## src/rtl/atapi_pio_pkg.sv

```systemverilog
package atapi_pio_pkg;
   localparam int LBA_W = 32;
   localparam int BLK_W = 16;
   localparam int CNT_W = 16;

   localparam logic [2:0] A_DATA   = 3'd0;
   localparam logic [2:0] A_ERROR  = 3'd1;
   localparam logic [2:0] A_CNT_LO = 3'd4;
   localparam logic [2:0] A_CNT_HI = 3'd5;
   localparam logic [2:0] A_STAT   = 3'd7;

   localparam logic [7:0] CMD_PKT  = 8'hA0;
   localparam logic [7:0] OP_RD10  = 8'h28;

   typedef enum logic [2:0] {
      ST_IDLE,
      ST_PKT,
      ST_DECODE,
      ST_LOAD,
      ST_XFER
   } st_e;
endpackage

```

## src/rtl/atapi_pkt_collect.sv

```systemverilog
module atapi_pkt_collect #(
   parameter int PKT_WORDS = 6,
   localparam int IW = $clog2(PKT_WORDS)
) (
   input  logic        clk,
   input  logic        rst_n,
   input  logic        clr,
   input  logic        wr,
   input  logic [15:0] wdata,
   output logic        last,
   output logic [7:0]  op,
   output logic [31:0] lba,
   output logic [15:0] blocks
);
   logic [IW-1:0] idx_q;

   generate
      if (PKT_WORDS < 5) begin : g_bad_len
         $error("packet must reach byte 8");
      end
   endgenerate

   assign last = wr && (idx_q == IW'(PKT_WORDS - 1));

   always_ff @(posedge clk or negedge rst_n) begin
      if (!rst_n) begin
         idx_q  <= '0;
         op     <= '0;
         lba    <= '0;
         blocks <= '0;
      end else if (clr) begin
         idx_q <= '0;
      end else if (wr) begin
         idx_q <= idx_q + IW'(1);
         case (idx_q)
            IW'(0): op           <= wdata[7:0];
            IW'(1): lba[31:16]   <= {wdata[7:0], wdata[15:8]};
            IW'(2): lba[15:0]    <= {wdata[7:0], wdata[15:8]};
            IW'(3): blocks[15:8] <= wdata[15:8];
            IW'(4): blocks[7:0]  <= wdata[7:0];
            default: ;
         endcase
      end
   end
endmodule

```

## src/rtl/atapi_chunk_calc.sv

```systemverilog
module atapi_chunk_calc #(
   parameter int REM_W = 27,
   parameter int CNT_W = 16,
   parameter bit ZERO_LIMIT_MAX = 1'b1
) (
   input  logic [REM_W-1:0] remaining,
   input  logic [CNT_W-1:0] limit,
   output logic [CNT_W-1:0] chunk
);
   logic [CNT_W-1:0] lim_even;
   logic [CNT_W-1:0] eff;

   assign lim_even = limit & ~CNT_W'(1);

   generate
      if (ZERO_LIMIT_MAX) begin : g_zero_max
         assign eff = (lim_even == '0) ? {{(CNT_W-1){1'b1}}, 1'b0} : lim_even;
      end else begin : g_zero_min
         assign eff = (lim_even == '0) ? CNT_W'(2) : lim_even;
      end

      if (REM_W > CNT_W) begin : g_wide_rem
         assign chunk = (remaining < REM_W'(eff)) ? remaining[CNT_W-1:0] : eff;
      end else begin : g_narrow_rem
         assign chunk = (CNT_W'(remaining) < eff) ? CNT_W'(remaining) : eff;
      end
   endgenerate
endmodule

```

## src/rtl/atapi_xfer_ptr.sv

```systemverilog
module atapi_xfer_ptr #(
   parameter int LBA_W  = 32,
   parameter int WIDX_W = 10,
   localparam int POS_W = LBA_W + WIDX_W
) (
   input  logic              clk,
   input  logic              rst_n,
   input  logic              load,
   input  logic [LBA_W-1:0]  lba_in,
   input  logic              adv,
   output logic [LBA_W-1:0]  lba,
   output logic [WIDX_W-1:0] widx
);
   logic [POS_W-1:0] pos_q;

   always_ff @(posedge clk or negedge rst_n) begin
      if (!rst_n)    pos_q <= '0;
      else if (load) pos_q <= {lba_in, WIDX_W'(0)};
      else if (adv)  pos_q <= pos_q + POS_W'(1);
   end

   assign lba  = pos_q[POS_W-1:WIDX_W];
   assign widx = pos_q[WIDX_W-1:0];
endmodule

```

## src/rtl/atapi_pio_ctrl.sv

```systemverilog
module atapi_pio_ctrl
   import atapi_pio_pkg::*;
#(
   parameter int BLOCK_BYTES    = 2048,
   parameter int PKT_WORDS      = 6,
   parameter bit ZERO_LIMIT_MAX = 1'b1,
   localparam int BSH    = $clog2(BLOCK_BYTES),
   localparam int WIDX_W = BSH - 1,
   localparam int REM_W  = BLK_W + BSH
) (
   input  logic              clk,
   input  logic              rst_n,
   input  logic              host_wr,
   input  logic              host_rd,
   input  logic [2:0]        host_addr,
   input  logic [15:0]       host_wdata,
   output logic [15:0]       host_rdata,
   output logic              irq,
   output logic [LBA_W-1:0]  src_lba,
   output logic [WIDX_W-1:0] src_word,
   input  logic [15:0]       src_data
);
   generate
      if ((BLOCK_BYTES & (BLOCK_BYTES - 1)) != 0 || BLOCK_BYTES < 4) begin : g_bad_blk
         $error("block size must be a power of two of at least 4");
      end
   endgenerate

   st_e              state_q;
   logic [CNT_W-1:0] cnt_q, lim_q;
   logic [REM_W-1:0] rem_q;
   logic [CNT_W-2:0] wleft_q;
   logic             err_q, abrt_q, irq_q;

   logic             wr_data, wr_lo, wr_hi, wr_cmd, rd_data, rd_stat;
   logic             bsy, drq;
   logic             pkt_last;
   logic [7:0]       pkt_op;
   logic [31:0]      pkt_lba;
   logic [15:0]      pkt_blocks;
   logic [CNT_W-1:0] chunk;

   assign wr_data = host_wr && host_addr == A_DATA;
   assign wr_lo   = host_wr && host_addr == A_CNT_LO;
   assign wr_hi   = host_wr && host_addr == A_CNT_HI;
   assign wr_cmd  = host_wr && host_addr == A_STAT;
   assign rd_data = host_rd && host_addr == A_DATA;
   assign rd_stat = host_rd && host_addr == A_STAT;

   atapi_pkt_collect #(.PKT_WORDS(PKT_WORDS)) u_pkt (
      .clk    (clk),
      .rst_n  (rst_n),
      .clr    (state_q == ST_IDLE && wr_cmd),
      .wr     (state_q == ST_PKT && wr_data),
      .wdata  (host_wdata),
      .last   (pkt_last),
      .op     (pkt_op),
      .lba    (pkt_lba),
      .blocks (pkt_blocks)
   );

   atapi_chunk_calc #(
      .REM_W(REM_W), .CNT_W(CNT_W), .ZERO_LIMIT_MAX(ZERO_LIMIT_MAX)
   ) u_chunk (
      .remaining (rem_q),
      .limit     (lim_q),
      .chunk     (chunk)
   );

   atapi_xfer_ptr #(.LBA_W(LBA_W), .WIDX_W(WIDX_W)) u_ptr (
      .clk    (clk),
      .rst_n  (rst_n),
      .load   (state_q == ST_DECODE),
      .lba_in (pkt_lba),
      .adv    (state_q == ST_XFER && rd_data),
      .lba    (src_lba),
      .widx   (src_word)
   );

   always_ff @(posedge clk or negedge rst_n) begin
      if (!rst_n) begin
         state_q <= ST_IDLE;
         cnt_q   <= '0;
         lim_q   <= '0;
         rem_q   <= '0;
         wleft_q <= '0;
         err_q   <= 1'b0;
         abrt_q  <= 1'b0;
         irq_q   <= 1'b0;
      end else begin
         if (rd_stat) irq_q <= 1'b0;
         case (state_q)
            ST_IDLE: begin
               if (wr_lo) cnt_q[7:0]  <= host_wdata[7:0];
               if (wr_hi) cnt_q[15:8] <= host_wdata[7:0];
               if (wr_cmd) begin
                  if (host_wdata[7:0] == CMD_PKT) begin
                     err_q   <= 1'b0;
                     abrt_q  <= 1'b0;
                     lim_q   <= cnt_q;
                     state_q <= ST_PKT;
                  end else begin
                     err_q  <= 1'b1;
                     abrt_q <= 1'b1;
                     irq_q  <= 1'b1;
                  end
               end
            end
            ST_PKT: begin
               if (pkt_last) state_q <= ST_DECODE;
            end
            ST_DECODE: begin
               if (pkt_op == OP_RD10) begin
                  if (pkt_blocks == '0) begin
                     irq_q   <= 1'b1;
                     state_q <= ST_IDLE;
                  end else begin
                     rem_q   <= {pkt_blocks, BSH'(0)};
                     state_q <= ST_LOAD;
                  end
               end else begin
                  err_q   <= 1'b1;
                  abrt_q  <= 1'b1;
                  irq_q   <= 1'b1;
                  state_q <= ST_IDLE;
               end
            end
            ST_LOAD: begin
               cnt_q   <= chunk;
               wleft_q <= chunk[CNT_W-1:1];
               irq_q   <= 1'b1;
               state_q <= ST_XFER;
            end
            ST_XFER: begin
               if (rd_data) begin
                  rem_q   <= rem_q - REM_W'(2);
                  wleft_q <= wleft_q - (CNT_W-1)'(1);
                  if (wleft_q == (CNT_W-1)'(1)) begin
                     if (rem_q == REM_W'(2)) begin
                        irq_q   <= 1'b1;
                        state_q <= ST_IDLE;
                     end else begin
                        state_q <= ST_LOAD;
                     end
                  end
               end
            end
            default: state_q <= ST_IDLE;
         endcase
      end
   end

   assign bsy = (state_q == ST_DECODE) || (state_q == ST_LOAD);
   assign drq = (state_q == ST_PKT) || (state_q == ST_XFER);
   assign irq = irq_q;

   always_comb begin
      host_rdata = 16'h0000;
      case (host_addr)
         A_DATA:   host_rdata = (state_q == ST_XFER) ? src_data : 16'h0000;
         A_ERROR:  host_rdata = {13'd0, abrt_q, 2'b00};
         A_CNT_LO: host_rdata = {8'h00, cnt_q[7:0]};
         A_CNT_HI: host_rdata = {8'h00, cnt_q[15:8]};
         A_STAT:   host_rdata = {8'h00, bsy, 1'b1, 2'b00, drq, 2'b00, err_q};
         default:  host_rdata = 16'h0000;
      endcase
   end
endmodule

```

## config.mk

```make
export PLATFORM = sky130hd
export DESIGN_NAME = atapi_pio_ctrl
export DESIGN_NICKNAME = d
export VERILOG_FILES = /design/src/rtl/atapi_pio_pkg.sv /design/src/rtl/atapi_pkt_collect.sv /design/src/rtl/atapi_chunk_calc.sv /design/src/rtl/atapi_xfer_ptr.sv /design/src/rtl/atapi_pio_ctrl.sv
export SDC_FILE = /design/constraint.sdc
export NUM_CORES = 1
export LEC_CHECK = 0
export BUFFER_PORTS_ARGS = -buffer_cell sky130_fd_sc_hd__buf_2
export CAP_MARGIN = 10
export CORE_ASPECT_RATIO = 1.75
export CORE_MARGIN = 4
export CORE_UTILIZATION = 40
export DETAILED_ROUTE_END_ITERATION = 10
export GPL_TIMING_DRIVEN = 1
export PLACE_DENSITY = 0.68
export SETUP_SLACK_MARGIN = 0.5
export SLEW_MARGIN = 40
export SYNTH_ARGS = -nofsm -noshare
export SYNTH_HDL_FRONTEND = slang
export SYNTH_SLANG_ARGS = --single-unit
export TNS_END_PERCENT = 1
```

## constraint.sdc

```tcl
create_clock -name clk -period 4.7 [get_ports clk]
set_input_delay 0.235 -clock clk [delete_from_list [all_inputs] [get_ports clk]]
set_output_delay 0.235 -clock clk [all_outputs]
set_load 0.01 [all_outputs]
```

# [Yosys cells after proc, flatten, opt, wreduce, memory -nomap -nowiden]
# Cells that the tools add are included.
[op_classes] add_sub_neg=4 order_cmp=1 eq_ne=27 n_mux=39 bitwise_logic=1 n_reduce_logical=35
[ops] cell="2-to-1 mux 42 bit" count=2
[ops] cell="2-to-1 mux 27 bit" count=3
[ops] cell="case mux 16 bit (5 select lines)" count=1
[ops] cell="case mux 27 bit (2 select lines)" count=1
[ops] cell="2-to-1 mux 16 bit" count=3
[ops] cell="adder 42 x 1 -> 42 bit, second input constant" count=1
[ops] cell="zero test 16 bit" count=2
[ops] cell="case mux 16 bit (2 select lines)" count=1
[ops] cell="case mux 15 bit (2 select lines)" count=1
[ops] cell="== test 27 x 2 -> 1 bit, second input constant" count=1
[ops] cell="less-than comparator 27 x 16 -> 1 bit" count=1
[ops] cell="subtractor 27 x 2 -> 27 bit, second input constant" count=1
[ops] cell="2-to-1 mux 3 bit" count=8
[ops] cell="AND reduction 3 bit" count=7
[ops] cell="== test 3 bit, second input constant" count=6
[ops] cell="2-to-1 mux 8 bit" count=2
[ops] cell="!= test 2 bit, second input constant" count=8
[ops] cell="== test 15 x 1 -> 1 bit, second input constant" count=1
[ops] cell="2-to-1 mux 15 bit" count=1
[ops] cell="case mux 3 bit (5 select lines)" count=1
[ops] cell="subtractor 15 x 1 -> 15 bit, second input constant" count=1
[ops] cell="== test 3 x 2 -> 1 bit, second input constant" count=4
[ops] cell="nonzero test 2 bit" count=6
[ops] cell="2-to-1 mux 1 bit" count=11
[ops] cell="other kinds (15)" count=33
[word_totals] register_bits=180 inputBits=39 output_inout_bits=59 word_cells=122

# [Logic depth before layout (Yosys ltp)]
# Gate-level depths: netlist of the first run.
[depth] word_depth=7 ltp_mapped=13 ltp_nobuf=10

# [Hierarchy]
# A second synthesis of the first run with hierarchy kept.
[hier_totals] cells_unflattened=1047 hier_area_um2=10274.9
[by_module_without_submodules] module="atapi_pio_ctrl" instances=1 cells_each=504 area_each_um2=4559.4 seq_area_each_um2=1951.9
[by_module_without_submodules] module="atapi_xfer_ptr" instances=1 cells_each=307 area_each_um2=2592.5 seq_area_each_um2=1051.0
[by_module_without_submodules] module="atapi_pkt_collect" instances=1 cells_each=141 area_each_um2=2428.6 seq_area_each_um2=1476.4
[by_module_without_submodules] module="atapi_chunk_calc" instances=1 cells_each=95 area_each_um2=694.4 seq_area_each_um2=0.0

# [Worst setup path after synthesis of the first run]
# Ideal clock, no wire load.
[synth_path] path_kind="register to register" start="reg lim_q[7]" end="reg wleft_q[1]" setup_ns=0.083 arrival_ns=3.347 required_time_ns=4.617 slack_ns=1.271 path_stages_with_launch=14 n_path_buf=3 period_less_slack_ns=3.429 cell_sequence="dfrtp_1 nor4_1 and4_1 clkbuf_1 clkbuf_1 nor2_1 ha_1 a21oi_1 o21ai_0 a2111o_1 a211oi_2 buf_6 mux2_2 o21ai_0"
[synth_between] elab_chain_len=5
[synth_lines] element="start: declaration" line="atapi_pio_ctrl.sv:30" rtl="logic [CNT_W-1:0] cnt_q, lim_q;"
[synth_lines] element="start signal: assignment" line="atapi_pio_ctrl.sv:100" rtl="lim_q <= cnt_q;"
[synth_lines] element="zero test 16 bit" line="atapi_chunk_calc.sv:17" rtl="assign eff = (lim_even == '0) ? {{(CNT_W-1){1'b1}}, 1'b0} : lim_even;"
[synth_lines] element="2-to-1 mux 16 bit (*)" line="atapi_chunk_calc.sv:17"
[synth_lines] element="less-than comparator 27 x 16 -> 1 bit" line="atapi_chunk_calc.sv:23" rtl="assign chunk = (remaining < REM_W'(eff)) ? remaining[CNT_W-1:0] : eff;"
[synth_lines] element="2-to-1 mux 16 bit (*)" line="atapi_chunk_calc.sv:23"
[synth_lines] element="case mux 15 bit (2 select lines) (*)" line="atapi_pio_ctrl.sv:92" rtl="case (state_q)"
[synth_lines] element="end signal: assignment" line="atapi_pio_ctrl.sv:130" rtl="wleft_q <= chunk[CNT_W-1:1];"
[synth_lines] element="end signal: assignment" line="atapi_pio_ctrl.sv:137" rtl="wleft_q <= wleft_q - (CNT_W-1)'(1);"
[synth_lines] element="end: declaration" line="atapi_pio_ctrl.sv:32" rtl="logic [CNT_W-2:0] wleft_q;"
# Mark *: on every way between the ends. The rest lies on a longest branch, timed or not.
# A chain may end at the register's enable or synchronous reset.

# [Final worst setup path of the first run]
[layout_path] start="reg lim_q[3]" end="reg wleft_q[3]"
# The elaborated chain is that of the path after synthesis.

==> flow_metrics.tcl, run 1 <==
set metrics [dict create \
    relSlewSlack_pct 42.8 \
    place_hpwl_mm 21.3 \
    dr.first_iter.drc_count 596 \
    multi_input_area_mm2 0.00498 \
    fmax_mhz 259 \
    timing.final.crit_share_pct 82.2 \
    synth_edf_count 0 \
    crit_slowest_cell "and4_1" \
    rsz0062_at_grt "no" \
    setup_viol 0 \
    crit_path_end_kind "flip-flop" \
    dp_slack_ns 0.875 \
    grt_pass1_vias 8268 \
    track_usage_pct 21.3 \
    worstPathRequired_ns 5.05 \
    cp_max_fo 25 \
    cp.arrival_ns 4.21 \
    path_buf_inv 1 \
    worstPathCellList "nor4_1 -> and4_1 -> nor2_1 -> ha_1 -> nand4_1 -> a2111o_1 -> a2111oi_0 -> a211oi_2 -> buf_4 -> mux2_2 -> a311oi_1" \
    switchingPower_mw 2.23 \
    die_height_um 214 \
    cts_buffers 17 \
    initial_utilization_pct 40.6 \
    postSynthAreaPerCell_um2 9.66 \
    cts_tree "built" \
    ys_async_sr_fraction_pct 100 \
    dieArea_mm2 0.0269 \
    mostFrequentLayoutCell "dfrtp_1" \
    syn-cell-area_mm2 0.00971 \
    ios 98 \
    finalCriticalPeriod_ns 3.86 \
    wirelength_mm 28.7 \
    synth_cell_types 65 \
    gp_congestion 0.919 \
    hold_viol 0 \
    skew_ns 0.00843 \
    fin_tns_setup_ns 0 \
    maxCapViolCount 0 \
    nFillCells 2255 \
    tightestPinTransition_ns 0.851 \
    final_core_util_pct 46.4 \
    regArea_mm2 0.00445 \
    dominantRegCellSynth "dfrtp_1" \
    ant_nets 0 \
    synth_fp_nets 1068 \
    yosysSeqAreaShare_pct 45.9 \
    cpPeakStageDelay_ns 0.75 \
    synthesis.instances 1005 \
    cts_sinks 178 \
    rows 75 \
    io_buffers 97 \
    fin_ws_ns 0.838 \
    drc_errors 0 \
    power_frac_clock_pct 25.0 \
    drive_above_1_share_pct 23.4 \
    p_leak_nw 5.21 \
    vias 8289 \
    grt_pass1_wl_mm 45.5 \
    comb_power_share_pct 32.1 \
    fin_nets 1145 \
    stdcell_count 1402 \
    vias_per_cell 5.91 \
    postCtsSetupBuffers 0 \
    outcome "finished, final reports clean" \
    coreArea_mm2 0.0239 \
    grt_antenna_before_repair 0 \
    yosysWarnings 0 \
    htreeDepth 4 \
    cts-root-buf "clkbuf_16" \
    power_density_mw_per_mm2 528 \
    layout_common_cells "178 x dfrtp_1, 117 x nand2_1, 96 x buf_2" \
    cp-start-kind "flip-flop" \
    path_class "reg -> reg" \
    vdd_drop_max_uv 252 \
    grt_max_degree 94 \
    min_path_type "in -> reg" \
    switching_share_pct 38.1 \
    placed_cells 1370 \
    slew_viol_final 0 \
    dr.pass1.iters 8 \
    p_seq_share_pct 42.9 \
    cts_buffer_depth 2 \
    overflow 0 \
    wire_per_inst_um 20.5 \
    die_x_um 126 \
    clkSlewWorstSetupHoldPaths_ns 0.07 \
    internal_power_mw 3.63 \
    syn_to_final_growth_pct 14.3 \
    clk_latency_ns 0.44 \
    ys_ff_latch 178 \
    crit_family "simple AND/OR/NAND/NOR gates" \
    n_antenna_cell 0 \
]
==> final timing paths <==
path,from,to,slack [ns],cells past startpoint
min in group asynchronous,rst_n,u_pkt.lba[12],0.38,2
max in group asynchronous,rst_n,u_ptr.pos_q[31],3.20,3
hold reg to reg,u_pkt.lba[24],u_ptr.pos_q[34],0.48,2
hold / removal,host_wdata[11],u_pkt.lba[19],0.06,2
setup reg to reg,lim_q[3],wleft_q[3],0.84,11
setup / recovery,lim_q[3],wleft_q[3],0.84,11
==> per-stage QoR <==
step	hold WS, ns	instance area [um^2]	power (mW)
finish	0.0596	11100	5.86
global route	0.0603	11100	6.19
CTS	0.0526	11100	5.88
detailed placement	0.305	10500	4.40
global placement	0.377	10500	4.34
floorplan	-0.0606	9710	3.69
==> layer usage <==
| metal | vias up | routed length (um) | global-route usage, % |
|---|---|---|---|
| met2 | 251 | 16000 | 40.7 |
| met1 | 4115 | 10300 | 22.2 |
| met3 | 75 | 1140 | 2.97 |
| met5 | - | 0 | 0 |
| met4 | 0 | 1370 | 10.7 |
| li1 | 3848 | - | - |
==> Yosys cell counts (3+ instances only) <==
master	instances	area share [%]
dfrtp_1	178	46
nand2_1	118	4.6
mux2_2	94	11
nor2_1	85	3.3
o21ai_0	77	4.0
a21oi_1	49	2.5
clkbuf_1	41	1.6
nand3_1	37	1.9
ha_1	24	3.1
nor3_1	24	1.2
inv_1	22	0.85
nor4_1	22	1.4
and3_1	20	1.3
a31oi_1	17	1.1
nand4_1	14	0.90
or3_1	14	0.90
o211ai_1	13	1.0
o311ai_0	13	1.2
mux2i_1	11	1.1
o22a_1	8	0.72
xnor2_1	8	0.72
xor2_1	8	0.72
and2_1	7	0.45
and4_1	6	0.54
buf_2	6	0.31
a222oi_1	5	0.52
a22o_1	5	0.45
a22oi_1	5	0.39
nor4b_1	5	0.45
o22ai_1	5	0.32
a221o_1	4	0.41
nor2b_1	4	0.26
nor3b_1	4	0.31
o21a_1	4	0.31
buf_1	3	0.12
buf_6	3	0.35
nand2b_1	3	0.19
or4_4	3	0.35
==> repair_timing <==
item,4_1_cts,5_1_grt
gates resized for setup,0,0
endpoints found under the hold margin,91,0
hold buffers,1,0
==> state kept, by name, indices dropped and copies added (netlist names) <==
name	cells
cnt_q	16
irq	1
abrt_q	1
rem_q	26
lim_q	15
wleft_q	15
state_q	3
u_pkt.op	8
u_pkt.blocks	16
u_pkt.idx_q	3
u_pkt.lba	32
u_ptr.pos_q	42
==> logic make-up after synthesis <==
family	share of synthesized area (%)
multiplexers	12.0
adder cells (fa/ha/maj)	3.09
XOR/XNOR	1.44
AND/OR/NAND/NOR	19.6
AO/OA/AOI/OAI	14.8
flip-flops	45.9
buffers and inverters	3.21
==> power groups by stage <==
stage	logic [mW]	clock network, mW	registers, mW
2_1_floorplan	1.33	0	2.36
3_3_place_gp	1.83	0	2.50
3_5_place_dp	1.89	0	2.52
4_1_cts	1.89	1.49	2.49
5_1_grt	2.08	1.55	2.56
6_report	1.88	1.47	2.51
==> final cells by class <==
| class | instances | share of cell area (%) |
|---|---|---|
| Sequential cell | 178 | 40.1 |
| Clock buffer | 19 | 4.08 |
| Clock inverter | 12 | 1.31 |
| Multi-Input combinational cell | 752 | 44.8 |
| Timing Repair Buffer | 111 | 5.43 |
| Inverter | 22 | 0.744 |
| Tap cell | 308 | 3.47 |
(Power assumes the default switching activity.)
==> run 2: changes to the inputs <==
Clock period 4.7 ns to 3.9 ns, I/O delays scaled along.
==> run 2 against run 1 <==
Against the previous run: sequential power is 22% higher; clock-buffer cell count fell by 1; non-clock buffer count grew 16; global-route usage up 0.25 points; clock power increased by 14%; critical endpoint is now wleft_q[5]; largest cell class unchanged.
==> flow_metrics.tcl, run 2 (same netlist as run 1, synthesis figures left out) <==
set metrics [dict create \
    outcome "finished, final reports clean" \
    cts_sinks 178 \
    path_class "reg -> reg" \
    mostFrequentLayoutCell "dfrtp_1" \
    clkSlewWorstSetupHoldPaths_ns 0.08 \
    ios 98 \
    wirelength_mm 29.2 \
    min_from "host_wdata[11]" \
    hold_viol 0 \
    fin_area_mm2 0.0113 \
    die_height_um 214 \
    fmax_mhz 289 \
    cts_buffer_depth 2 \
    dr.first_iter.drc_count 845 \
    reg2reg_from "lim_q[11]" \
    clk_latency_ns 0.45 \
    fin_tns_setup_ns 0 \
    vias 8504 \
    cp.arrival_ns 3.81 \
    n_antenna_cell 0 \
    cp-start-kind "flip-flop" \
    worstPathCellList "nor3_1 -> and4_4 -> buf_6 -> nor2_1 -> ha_1 -> nand4_1 -> inv_1 -> a2111o_1 -> a211oi_4 -> clkbuf_4 -> mux2_2 -> o211ai_1" \
    r2r_cells 12 \
    power.total_mw 7.13 \
    path_buf_inv 3 \
    final_core_util_pct 47.3 \
    dr.pass1.iters 6 \
    reg.largest.list "u_ptr.pos_q x42, u_pkt.lba x32, rem_q x26" \
    grt_max_degree 106 \
    slew_viol_final 0 \
    grt_pass1_vias 8453 \
    dieArea_mm2 0.0269 \
    track_usage_pct 21.5 \
    vdd_drop_max_uv 343 \
    drive_above_1_share_pct 25.1 \
    regToRegSetupSlack_ns 0.45 \
    ant_nets 0 \
    coreArea_mm2 0.0239 \
    placed_cells 1379 \
    cts-root-buf "clkbuf_16" \
    layout_common_cells "178 x dfrtp_1, 117 x nand2_1, 96 x buf_2" \
    drc_errors 0 \
    min_path_type "in -> reg" \
    timing.final.crit_share_pct 88.6 \
    io_buffers 97 \
    gp_congestion 0.940 \
    crit_path_end_kind "flip-flop" \
    grt_antenna_before_repair 0 \
    setup_viol 0 \
    htreeDepth 4 \
    cp_max_fo 7 \
    wire_per_inst_um 20.6 \
    maxCapViolCount 0 \
    relSlewSlack_pct 49.0 \
    skew_ns 0.0170 \
    holdPathEnd "u_pkt.blocks[11]" \
    min_path_cells 2 \
    worstReg2RegEnd "wleft_q[5]" \
    vias_per_cell 5.99 \
    finalCriticalPeriod_ns 3.45 \
    p_leak_nw 5.34 \
    overflow 0 \
    fin_nets 1162 \
    place_hpwl_mm 21.2 \
    postPlaceCellArea_mm2 0.0106 \
    tightestPinTransition_ns 0.764 \
    die_x_um 126 \
    regMostFlops "u_ptr.pos_q" \
    cpPeakStageDelay_ns 0.45 \
    stdcell_count 1420 \
    grt_pass1_wl_mm 46.1 \
    power_density_mw_per_mm2 630 \
    rsz0062_at_grt "yes" \
    initial_utilization_pct 40.6 \
    crit_family "simple AND/OR/NAND/NOR gates" \
    syn_to_final_growth_pct 16.6 \
    largest_reg_flops 42 \
    worstPathRequired_ns 4.25 \
    crit_slowest_cell "a2111o_1" \
    cts_buffers 17 \
    rows 75 \
    cts_tree "built" \
]
-- run 2: cell types whose count changed in the layout (fill, tap and decap cells not counted), sizes merged --
cell,change
clkinvlp,+1
bufinv,-2
and4,+1
clkinv,+1
buf,+14
clkbuf,+1
inv,+2
-- run 2: cell type report --
type / count / area [um^2]
Tap cell: 308 / 385
Sequential cell: 178 / 4450
Inverter: 22 / 82.6
Clock buffer: 18 / 429
Multi-Input combinational cell: 753 / 5060
Clock inverter: 14 / 135
Timing Repair Buffer: 127 / 776
Fill cell: 2303 / 12600
-- run 2: repair_timing --
item	CTS	global route
buffers inserted	0	4
hold endpoints to repair	102	0
hold buffers	1	0
gates resized for setup	4	13
endpoints found under the setup margin	29	30
cloned	0	3
pin swaps	0	5
-- run 2: worst register-to-register path, cell delays in order (launching register included) --
cell      delay [ns]
dfrtp_1         0.41
nor3_1          0.39
and4_4          0.36
buf_6           0.14
nor2_1          0.04
ha_1            0.30
nand4_1         0.13
inv_1           0.06
a2111o_1        0.45
a211oi_4        0.33
clkbuf_4        0.27
mux2_2          0.38
o211ai_1        0.10
-- run 2: metal layers --
layer / GRT usage (%) / vias up / wire length [um]
met2: 38.5 / 286 / 15800
met3: 2.82 / 101 / 1100
li1: - / 3898 / -
met5: 0 / - / 0
met4: 13.8 / 0 / 1790
met1: 23.6 / 4219 / 10600
-- run 2: stage by stage --
step           setup slack (ns)  hold slack (ns)
2_1_floorplan             0.509           -0.101
4_1_cts                   0.534           0.0137
5_1_grt                   0.341           0.0296
6_report                  0.445           0.0252
3_5_place_dp              0.374            0.307
3_3_place_gp              0.404            0.394
-- run 2: worst max path at each step --
stage,from,endpoint,slack (ns),cells after the start
6_report,lim_q[11],wleft_q[5],0.45,12
5_1_grt,lim_q[11],wleft_q[11],0.34,12
4_1_cts,lim_q[1],wleft_q[3],0.53,12
3_5_place_dp,lim_q[1],wleft_q[3],0.37,12
3_3_place_gp,lim_q[1],wleft_q[3],0.40,12
2_1_floorplan,lim_q[7],wleft_q[1],0.51,13
-- run 2: report_power, final --
group / switching (mW) / total [mW] / internal, mW
Clock: 0.829 / 1.68 / 0.851
Combinational: 1.31 / 2.41 / 1.10
Sequential: 0.656 / 3.05 / 2.39
Total: 2.80 / 7.13 / 4.34
==> run 3: changes to the inputs <==
==> constraint.sdc (replaced) <==
create_clock -name clk -period 3.9 [get_ports clk]
set_input_delay 0.39 -clock clk [delete_from_list [all_inputs] [get_ports clk]]
set_output_delay 0.39 -clock clk [all_outputs]
set_load 0.01 [all_outputs]
==> run 3 against run 2 <==
Against the previous run: flip-flop and latch count did not move; cell area down 0.50%; sequential power barely moved; clock-buffer cell count unchanged; utilization down 0.24 points; critical path type unchanged; total power is 1.6% higher; clock skew fell by 0.0021 ns; sequential share of layout area rose by 0.20 points; global-route usage down 0.088 points; wire length is 0.76% higher; register-to-register slack improved by 0.12 ns; first-iteration DRC count is 8.4% higher.
==> flow_metrics.tcl, run 3 (same netlist as run 1, synthesis figures left out) <==
set metrics [dict create \
    initial_utilization_pct 40.6 \
    track_usage_pct 21.4 \
    clkSlewWorstSetupHoldPaths_ns 0.07 \
    path_class "reg -> reg" \
    outcome "finished, final reports clean" \
    mostFrequentLayoutCell "dfrtp_1" \
    slew_viol_final 0 \
    cts_buffers 17 \
    wire_per_inst_um 20.8 \
    skew_ns 0.0149 \
    fin_tns_setup_ns 0 \
    worstPathCellList "nor4_2 -> and4_4 -> buf_4 -> nor2_1 -> ha_1 -> nand4_1 -> inv_1 -> a2111o_1 -> a211oi_4 -> buf_4 -> mux2_2 -> o21ai_0" \
    multi_input_area_mm2 0.00505 \
    crit_family "compound AO/OA/AOI/OAI gates" \
    regToRegSetupSlack_ns 0.56 \
    place_hpwl_mm 21.2 \
    cts_buffer_depth 2 \
    min_path_type "in -> reg" \
    timing.final.crit_share_pct 85.6 \
    cts_sinks 178 \
    fin_nets 1158 \
    htreeDepth 4 \
    path_buf_inv 3 \
    dieArea_mm2 0.0269 \
    cpPeakStageDelay_ns 0.45 \
    drc_errors 0 \
    regMostFlops "u_ptr.pos_q" \
    die_height_um 214 \
    startpoint "lim_q[2]" \
    fmax_mhz 300 \
    syn_to_final_growth_pct 16.0 \
    relSlewSlack_pct 47.3 \
    vdd_drop_max_uv 339 \
    cts-root-buf "clkbuf_16" \
    grt_pass1_vias 8416 \
    n_antenna_cell 0 \
    finalCriticalPeriod_ns 3.34 \
    regArea_mm2 0.00445 \
    grt_pass1_wl_mm 45.9 \
    min_path_cells 2 \
    r2r_cells 12 \
    grt_max_degree 121 \
    setup_viol 0 \
    cts_tree "built" \
    clk_latency_ns 0.44 \
    ios 98 \
    overflow 0 \
    dr.first_iter.drc_count 916 \
    cp_max_fo 6 \
    maxCapViolCount 0 \
    cp-start-kind "flip-flop" \
    grt_antenna_before_repair 0 \
    reg.largest.list "u_ptr.pos_q x42, u_pkt.lba x32, rem_q x26" \
    io_buffers 97 \
    p_leak_nw 5.29 \
    power_density_mw_per_mm2 643 \
    coreArea_mm2 0.0239 \
    vias 8476 \
    vias_per_cell 5.99 \
    rows 75 \
    reg2reg_from "lim_q[2]" \
    ant_nets 0 \
    gp_congestion 0.907 \
    layout_common_cells "178 x dfrtp_1, 117 x nand2_1, 96 x buf_2" \
    wirelength_mm 29.5 \
    hold_viol 0 \
    min_from "host_wdata[11]" \
    nFillCells 2256 \
    worstPathRequired_ns 4.24 \
    crit_slowest_cell "a2111o_1" \
    rsz0062_at_grt "no" \
    cp.arrival_ns 3.67 \
    holdWs_ns 0.220 \
    tightestPinTransition_ns 0.789 \
    cpMostUsedCell "buf_4" \
    holdPathEnd "u_pkt.lba[19]" \
    worstReg2RegEnd "cnt_q[9]" \
    largest_reg_flops 42 \
    crit_path_end_kind "flip-flop" \
    die_x_um 126 \
    drive_above_1_share_pct 24.9 \
    dr.pass1.iters 6 \
]
-- run 3: changes by cell type in the layout (fill, tap and decap cells not counted), moves of 2 or more --
cell      previous run  this run
nor4_4               4         2
inv_8                6         2
buf_12               0         2
buf_6                2         4
nor2_1              84        82
buf_4               23        20
clkinv_2             0         2
nor4_1              17        19
nor2_2               1         3
-- run 3: cell type report --
class                           instances  share of cell area, %
Tap cell                              308                   3.42
Clock inverter                         14                   1.11
Multi-Input combinational cell        752                   44.8
Clock buffer                           18                   3.81
Timing Repair Buffer                  124                   6.57
Inverter                               22                  0.733
Sequential cell                       178                   39.5
-- run 3: per-layer routing --
metal	GRT usage, %	up-vias	wire length, um
met3	3.51	113	1560
met4	14.9	0	2060
met1	22.7	4128	10400
met2	38.2	347	15400
met5	0	-	0
li1	-	3888	-
-- run 3: power by group --
part,internal (mW),switching (mW),total (mW)
clock network,0.838,0.806,1.64
logic,1.20,1.36,2.56
registers,2.39,0.658,3.05
total,4.42,2.82,7.25
-- run 3: stage by stage --
| stage | std cells | util [%] | power (mW) | instance area (um^2) | setup WS [ns] |
|---|---|---|---|---|---|
| 6_report | 1416 | 47.1 | 7.25 | 11300 | 0.562 |
| 3_3_place_gp | 1370 | 43.8 | 5.23 | 10500 | 0.345 |
| 3_5_place_dp | 1370 | 43.9 | 5.30 | 10500 | 0.310 |
| 4_1_cts | 1409 | 46.5 | 7.10 | 11100 | 0.553 |
| 2_1_floorplan | 1005 | - | 4.48 | 9720 | 0.509 |
| 5_1_grt | 1416 | 47.1 | 7.65 | 11300 | 0.479 |
-- run 3: worst max-delay path by stage --
stage / slack [ns] / cells after the start / to
after CTS: 0.55 / 12 / wleft_q[3]
after detailed placement: 0.31 / 12 / wleft_q[3]
after global routing: 0.48 / 13 / wleft_q[3]
after floorplan: 0.51 / 13 / wleft_q[1]
after global placement: 0.34 / 12 / wleft_q[3]
final: 0.56 / 12 / cnt_q[9]
-- run 3: timing repair --
item,CTS,global route
cloned,0,1
setup buffers,6,6
endpoints found under the hold margin,58,0
pin swaps,1,10
setup endpoints to repair,30,30
resized for setup,5,18
hold buffers,1,0
